--- config.mk ---
export PLATFORM = sky130hd
export DESIGN_NAME = jtck_gen
export DESIGN_NICKNAME = d
export VERILOG_FILES = /design/src/rtl/jtck_pkg.sv /design/src/rtl/jtck_sync.sv /design/src/rtl/jtck_half.sv /design/src/rtl/jtck_errflag.sv /design/src/rtl/jtck_seq.sv /design/src/rtl/jtck_gen.sv
export SDC_FILE = /design/constraint.sdc
export NUM_CORES = 1
export LEC_CHECK = 0
export BUFFER_PORTS_ARGS = -buffer_cell sky130_fd_sc_hd__buf_2
export CAP_MARGIN = 20
export CORE_MARGIN = 1.5
export CORE_UTILIZATION = 45
export DETAILED_ROUTE_END_ITERATION = 8
export HOLD_SLACK_MARGIN = 0.15
export PLACE_DENSITY_LB_ADDON = 0.3
export SYNTH_ARGS = -nofsm -noshare
export SYNTH_HDL_FRONTEND = slang
export SYNTH_HIERARCHICAL = 1
export SYNTH_SLANG_ARGS = --single-unit
--- constraint.sdc ---
create_clock -name clk -period 3.25 [get_ports clk]
set_input_delay 0 -clock clk [delete_from_list [all_inputs] [get_ports clk]]
set_output_delay 0 -clock clk [all_outputs]
set_load 0.01 [all_outputs]
--- src/rtl/jtck_pkg.sv ---
package jtck_pkg;

  typedef enum logic [1:0] {
    PH_IDLE = 2'd0,
    PH_HIGH = 2'd1,
    PH_LOW  = 2'd2
  } phase_e;

endpackage

--- src/rtl/jtck_sync.sv ---
module jtck_sync #(
  parameter int STAGES = 2
) (
  input  logic clk,
  input  logic rst_n,
  input  logic async_i,
  output logic sync_o
);

  logic [STAGES-1:0] chain_q;
  logic [STAGES-1:0] chain_d;

  always_comb begin
    chain_d = {chain_q[STAGES-2:0], async_i};
  end

  always_ff @(posedge clk or negedge rst_n) begin
    if (!rst_n) begin
      chain_q <= '0;
    end else begin
      chain_q <= chain_d;
    end
  end

  assign sync_o = chain_q[STAGES-1];

endmodule

--- src/rtl/jtck_half.sv ---
module jtck_half #(
  parameter int DIV_W = 13
) (
  input  logic [DIV_W-1:0] div_i,
  output logic [DIV_W-1:0] half_o
);

  localparam logic [DIV_W-1:0] MIN_HALF = DIV_W'(1);

  logic below_min;

  always_comb begin
    below_min = (div_i < DIV_W'(2));
    if (below_min) begin
      half_o = MIN_HALF;
    end else begin
      // round an odd divisor up, then halve
      half_o = (div_i >> 1) + DIV_W'(div_i[0]);
    end
  end

endmodule

--- src/rtl/jtck_errflag.sv ---
module jtck_errflag (
  input  logic clk,
  input  logic rst_n,
  input  logic set_i,
  input  logic clr_i,
  output logic err_o
);

  logic err_q;
  logic err_d;

  always_comb begin
    err_d = err_q;
    if (set_i) begin
      err_d = 1'b1;
    end else if (clr_i) begin
      err_d = 1'b0;
    end
  end

  always_ff @(posedge clk or negedge rst_n) begin
    if (!rst_n) begin
      err_q <= 1'b0;
    end else begin
      err_q <= err_d;
    end
  end

  assign err_o = err_q;

  a_r9_sticky: assert property (@(posedge clk) disable iff (!rst_n)
    err_q && !clr_i |=> err_q);

  a_r9_set_wins: assert property (@(posedge clk) disable iff (!rst_n)
    set_i |=> err_q);

  a_r9_clear: assert property (@(posedge clk) disable iff (!rst_n)
    clr_i && !set_i |=> !err_q);

endmodule

--- src/rtl/jtck_seq.sv ---
module jtck_seq
  import jtck_pkg::*;
#(
  parameter int DIV_W       = 13,
  parameter int TIMEOUT_CYC = 65536
) (
  input  logic             clk,
  input  logic             rst_n,
  input  logic             req_i,
  input  logic             adapt_i,
  input  logic [DIV_W-1:0] half_i,
  input  logic             ret_s_i,
  output logic             tck_o,
  output logic             rise_o,
  output logic             fall_o,
  output logic             tmo_o
);

  localparam int TW = $clog2(TIMEOUT_CYC);
  localparam int CW = (TW > DIV_W) ? TW : DIV_W;
  localparam logic [CW-1:0] TMO_LAST = CW'(TIMEOUT_CYC - 1);

  phase_e           state_q, state_d;
  logic [CW-1:0]    cnt_q, cnt_d;
  logic [DIV_W-1:0] half_q, half_d;
  logic             adapt_q, adapt_d;
  logic             tck_q, tck_d;
  logic             rise_q, rise_d;
  logic             fall_q, fall_d;

  logic             match;
  logic             tmo_hit;
  logic             phase_end;
  logic             forced;
  logic [CW-1:0]    cnt_step;
  logic [CW-1:0]    cnt_reload;
  logic [CW-1:0]    cnt_start;

  always_comb begin
    match      = (ret_s_i == tck_q);
    tmo_hit    = (cnt_q == TMO_LAST);
    phase_end  = adapt_q ? (match || tmo_hit) : (cnt_q == '0);
    forced     = adapt_q && !match && tmo_hit;
    cnt_step   = adapt_q ? (cnt_q + CW'(1)) : (cnt_q - CW'(1));
    cnt_reload = adapt_q ? '0 : (CW'(half_q) - CW'(1));
    cnt_start  = adapt_i ? '0 : (CW'(half_i) - CW'(1));
  end

  always_comb begin
    state_d = state_q;
    cnt_d   = cnt_q;
    half_d  = half_q;
    adapt_d = adapt_q;
    tck_d   = tck_q;
    rise_d  = 1'b0;
    fall_d  = 1'b0;
    tmo_o   = 1'b0;
    unique case (state_q)
      PH_IDLE: begin
        if (req_i) begin
          state_d = PH_HIGH;
          half_d  = half_i;
          adapt_d = adapt_i;
          cnt_d   = cnt_start;
          tck_d   = 1'b1;
          rise_d  = 1'b1;
        end
      end
      PH_HIGH: begin
        if (phase_end) begin
          state_d = PH_LOW;
          cnt_d   = cnt_reload;
          tck_d   = 1'b0;
          fall_d  = 1'b1;
          tmo_o   = forced;
        end else begin
          cnt_d = cnt_step;
        end
      end
      PH_LOW: begin
        if (phase_end) begin
          tmo_o = forced;
          if (req_i) begin
            state_d = PH_HIGH;
            cnt_d   = cnt_reload;
            tck_d   = 1'b1;
            rise_d  = 1'b1;
          end else begin
            state_d = PH_IDLE;
            cnt_d   = '0;
          end
        end else begin
          cnt_d = cnt_step;
        end
      end
      default: begin
        state_d = PH_IDLE;
        cnt_d   = '0;
        tck_d   = 1'b0;
      end
    endcase
  end

  always_ff @(posedge clk or negedge rst_n) begin
    if (!rst_n) begin
      state_q <= PH_IDLE;
      cnt_q   <= '0;
      half_q  <= '0;
      adapt_q <= 1'b0;
      tck_q   <= 1'b0;
      rise_q  <= 1'b0;
      fall_q  <= 1'b0;
    end else begin
      state_q <= state_d;
      cnt_q   <= cnt_d;
      half_q  <= half_d;
      adapt_q <= adapt_d;
      tck_q   <= tck_d;
      rise_q  <= rise_d;
      fall_q  <= fall_d;
    end
  end

  assign tck_o  = tck_q;
  assign rise_o = rise_q;
  assign fall_o = fall_q;

  a_r2_idle_low: assert property (@(posedge clk) disable iff (!rst_n)
    (state_q == PH_IDLE) |-> !tck_q);

  a_r5_pulse_excl: assert property (@(posedge clk) disable iff (!rst_n)
    !(rise_q && fall_q));

  a_r5_rise_edge: assert property (@(posedge clk) disable iff (!rst_n)
    rise_q |-> tck_q && !$past(tck_q));

  a_r5_fall_edge: assert property (@(posedge clk) disable iff (!rst_n)
    fall_q |-> !tck_q && $past(tck_q));

  a_r3_cnt_bound: assert property (@(posedge clk) disable iff (!rst_n)
    !adapt_q && (state_q != PH_IDLE) |-> (cnt_q < CW'(half_q)));

  a_r4_half_nonzero: assert property (@(posedge clk) disable iff (!rst_n)
    (state_q != PH_IDLE) |-> (half_q != '0));

  a_r6_cfg_hold: assert property (@(posedge clk) disable iff (!rst_n)
    (state_q != PH_IDLE) && ($past(state_q) != PH_IDLE)
      |-> $stable(half_q) && $stable(adapt_q));

  a_r7_wait_echo: assert property (@(posedge clk) disable iff (!rst_n)
    adapt_q && (state_q != PH_IDLE) && (ret_s_i != tck_q) && (cnt_q != TMO_LAST)
      |=> $stable(tck_q));

  a_r8_tmo_bound: assert property (@(posedge clk) disable iff (!rst_n)
    adapt_q && (state_q != PH_IDLE) |-> (cnt_q <= TMO_LAST));

endmodule

--- src/rtl/jtck_gen.sv ---
module jtck_gen #(
  parameter int DIV_W       = 13,
  parameter int TIMEOUT_CYC = 65536,
  parameter int SYNC_STAGES = 2
) (
  input  logic             clk,
  input  logic             rst_n,
  input  logic [DIV_W-1:0] div_i,
  input  logic             adapt_i,
  input  logic             err_clr_i,
  input  logic             ret_clk_i,
  input  logic             tick_req_i,
  output logic             tck_o,
  output logic             rise_o,
  output logic             fall_o,
  output logic             err_o
);

  logic             ret_s;
  logic [DIV_W-1:0] half_w;
  logic             tmo_w;

  jtck_sync #(
    .STAGES (SYNC_STAGES)
  ) u_sync (
    .clk     (clk),
    .rst_n   (rst_n),
    .async_i (ret_clk_i),
    .sync_o  (ret_s)
  );

  jtck_half #(
    .DIV_W (DIV_W)
  ) u_half (
    .div_i  (div_i),
    .half_o (half_w)
  );

  jtck_seq #(
    .DIV_W       (DIV_W),
    .TIMEOUT_CYC (TIMEOUT_CYC)
  ) u_seq (
    .clk     (clk),
    .rst_n   (rst_n),
    .req_i   (tick_req_i),
    .adapt_i (adapt_i),
    .half_i  (half_w),
    .ret_s_i (ret_s),
    .tck_o   (tck_o),
    .rise_o  (rise_o),
    .fall_o  (fall_o),
    .tmo_o   (tmo_w)
  );

  jtck_errflag u_err (
    .clk   (clk),
    .rst_n (rst_n),
    .set_i (tmo_w),
    .clr_i (err_clr_i),
    .err_o (err_o)
  );

  a_r1_quiet_after_reset: assert property (@(posedge clk) disable iff (!rst_n)
    $rose(rst_n) |-> !tck_o);

endmodule

==> flow_metrics.env <==
export IMPL_outcome="completed"
export IMPL_grt_pass1_wl_mm=13.5
export IMPL_endpoint_kind="register"
export IMPL_synth_nets=430
export IMPL_synth_async_reset_ratio_pct=100
export IMPL_fin_util_pct=51.2
export IMPL_setup_worst_path_class="register to register"
export IMPL_period_share_pct=83.0
export IMPL_drt_iter0_drc=333
export IMPL_first_global_vias=2797
export IMPL_startpoint_type="register"
export IMPL_rows=31
export IMPL_wl_per_cell_um=15.6
export IMPL_grt_max_degree=39
export IMPL_yosys_area_share_adder_pct=8.73
export IMPL_hold_depth=3
export IMPL_drive_gt1_share_pct=15.2
export IMPL_antenna_found_initial=0
export IMPL_die_width_um=89.7
export IMPL_fin_nets=456
export IMPL_synth_top_family_by_area="simple AND/OR/NAND/NOR gates"
export IMPL_drtPass1Iterations=4
export IMPL_min_period_ns=2.70
export IMPL_placed_area_um2=3570
export IMPL_yosysWarnings=6
export IMPL_max_slew_margin_pct=36.2
export IMPL_cts_sinks=38
export IMPL_final_hold_viol_count=0
export IMPL_holdBufCountCts=5
export IMPL_area_growth_synth_to_final_pct=9.84
export IMPL_grtUsageTotal_pct=21.9
export IMPL_dpl_worst_slack_ns=0.592
export IMPL_postCtsSetupBuffers=0
export IMPL_pwr_share_seq_pct=25.0
export IMPL_slew_viol_final=0
export IMPL_yosysTopAreaCell="dfrtp_1"
export IMPL_ys_flop_type="dfrtp_1"
export IMPL_coreArea_um2=7250
export IMPL_route_vias_total=3030
export IMPL_wirelength_mm=8.04
export IMPL_p_int_w=0.00182
export IMPL_fin_area_um2=3710
export IMPL_io_pins=23
export IMPL_dieArea_um2=8040
export IMPL_netlist_area_um2=3380
export IMPL_final_common_cell="nand2_1"
export IMPL_multi_input_area_um2=2320
export IMPL_skew_ns=0.00959
export IMPL_synthCells=388
export IMPL_fmax_ghz=0.371
export IMPL_synth_edff_count=0
export IMPL_fill_cells=691
export IMPL_root_buffer="clkbuf_8"
export IMPL_vdd_ir_drop_max_uv=427
export IMPL_clkPwrFrac_pct=9.5
export IMPL_overflow=0
export IMPL_power_density_nw_per_um2=976
export IMPL_dp_final_hpwl_mm=6.19
export IMPL_place_congestion=0.941
export IMPL_reg2reg_depth=9
export IMPL_ys_types=65
export IMPL_cts_repair_resized=0
export IMPL_ys_ff_latch=38
export IMPL_synthTopCellsByArea="dfrtp_1, ha_1, xor2_1"
export IMPL_synth_area_mux_share_pct=4.59
export IMPL_crit_fanout=14
export IMPL_clk_latency_ns=0.30
export IMPL_setup_slack_ns=0.553
export IMPL_viasPerCell=5.89
export IMPL_setup_tns_final_ns=0
export IMPL_cts_htree_levels=2
export IMPL_setup_viol_count_final=0
export IMPL_cts_buffer_depth=2
export IMPL_yosysSeqAreaShare_pct=28.1
export IMPL_clkTransAtPathRegs_ns=0.08
export IMPL_avgSynthCellArea_um2=8.71
export IMPL_max_cap_violations=0
export IMPL_combinationalPowerShare_pct=65.5
export IMPL_arrival_ns=2.91
export IMPL_hold_path_class="input pin to register"
export IMPL_switching_share_pct=49.6
export IMPL_initial_core_util_pct=46.6
export IMPL_synth_compound_area_share_pct=17.2
export IMPL_final_cell_mix="nand2_1, dfrtp_1, nor2_1, buf_2, ha_1"
export IMPL_cts_tree="built"
export IMPL_antenna_cells=0
export IMPL_synth_top_area_share_pct=28.1
export IMPL_cp_required_ns=3.46
export IMPL_drc=0
export IMPL_leakagePower_nw=1.58
export IMPL_p_sw_w=0.00180
export IMPL_io_buffers=22
export IMPL_rsz0062_at_grt="false"
export IMPL_tightest_slew_ns=0.953
export IMPL_p_total_w=0.00362
export IMPL_cts_buffers=5
export IMPL_synth_xor_area_share_pct=10.6
export IMPL_synth_simple_area_share_pct=27.4
export IMPL_drtAntennaViolNets=0
export IMPL_seq_area_um2=951
export IMPL_die_h_um=89.7
-- registers in the layout, summed over array words and instances, names as in the netlist --
register / cells
u_sync/chain_q: 2
u_err/err_o: 1
u_seq/half_q: 13
u_seq/adapt_q: 1
u_seq/rise_o: 1
u_seq/state_q: 2
u_seq/fall_o: 1
u_seq/cnt_q: 16
u_seq/tck_o: 1
-- cells by family after synthesis --
kind of cell,Yosys count
buffers and inverters,24
adder cells (fa/ha/maj),23
flip-flops,38
multiplexers,14
XOR/XNOR,41
AND/OR/NAND/NOR,164
AO/OA/AOI/OAI,84
-- layer usage --
metal	wire, um	part of all wire [%]	global-route usage [%]	vias up
li1	-	-	-	1500
met1	3890	48	33.3	1428
met2	3670	46	33.2	94
met3	401	5.0	2.47	8
met4	78	0.97	4.90	0
met5	0	0	0	-
-- worst paths after layout --
| kind | startpoint | end | slack [ns] |
|---|---|---|---|
| max in group asynchronous | rst_n | u_seq/half_q[1] | 2.34 |
| min in group asynchronous | rst_n | u_seq/cnt_q[13] | 0.35 |
| worst max register to register | u_seq/adapt_q | u_seq/cnt_q[12] | 0.55 |
| worst max-delay path | u_seq/adapt_q | u_seq/cnt_q[12] | 0.55 |
| worst min register to register | u_sync/chain_q[0] | u_sync/chain_q[1] | 0.36 |
| worst min-delay path | div_i[5] | u_seq/half_q[4] | 0.23 |
-- critical path, stage by stage, from the launching register on --
cell      delay (ns)
dfrtp_1         0.38
inv_1           0.35
ha_1            0.36
nor2b_1         0.16
o31a_1          0.30
o211a_1         0.25
nor3_1          0.31
mux2i_1         0.23
a211oi_1        0.06
o31ai_1         0.20
-- power by group through the flow --
stage	sequential, W	combinational (W)	clock [W]
2_1_floorplan	0.000855	0.00186	0
3_3_place_gp	0.000900	0.00229	0
3_5_place_dp	0.000909	0.00231	0
4_1_cts	0.000899	0.00233	0.000354
5_1_grt	0.000935	0.00264	0.000373
6_report	0.000905	0.00237	0.000343
-- synthesized netlist by cell type (6+ instances only) --
master    number
a21oi_1       19
a222oi_1       8
clkbuf_1       6
dfrtp_1       38
ha_1          22
inv_1         14
mux2_2        12
nand2_1       41
nand3_1       12
nand4_1        8
nor2_1        29
nor2b_1        9
nor3_1        16
nor4_1        11
o21ai_0       21
xnor2_1       20
xor2_1        21
-- stage by stage --
step	std cells	hold WS, ns
floorplan	388	-0.296
global placement	501	0.109
detailed placement	501	0.110
CTS	514	0.235
global route	514	0.279
finish	514	0.234
-- area by class of cell --
cell class / instances / share of cell area, %
Timing Repair Buffer: 29 / 4.72
Multi-Input combinational cell: 326 / 62.4
Inverter: 14 / 1.42
Clock buffer: 6 / 2.22
Tap cell: 99 / 3.34
Sequential cell: 38 / 25.6
Clock inverter: 2 / 0.337
Power figures use the tool's default switching activity.
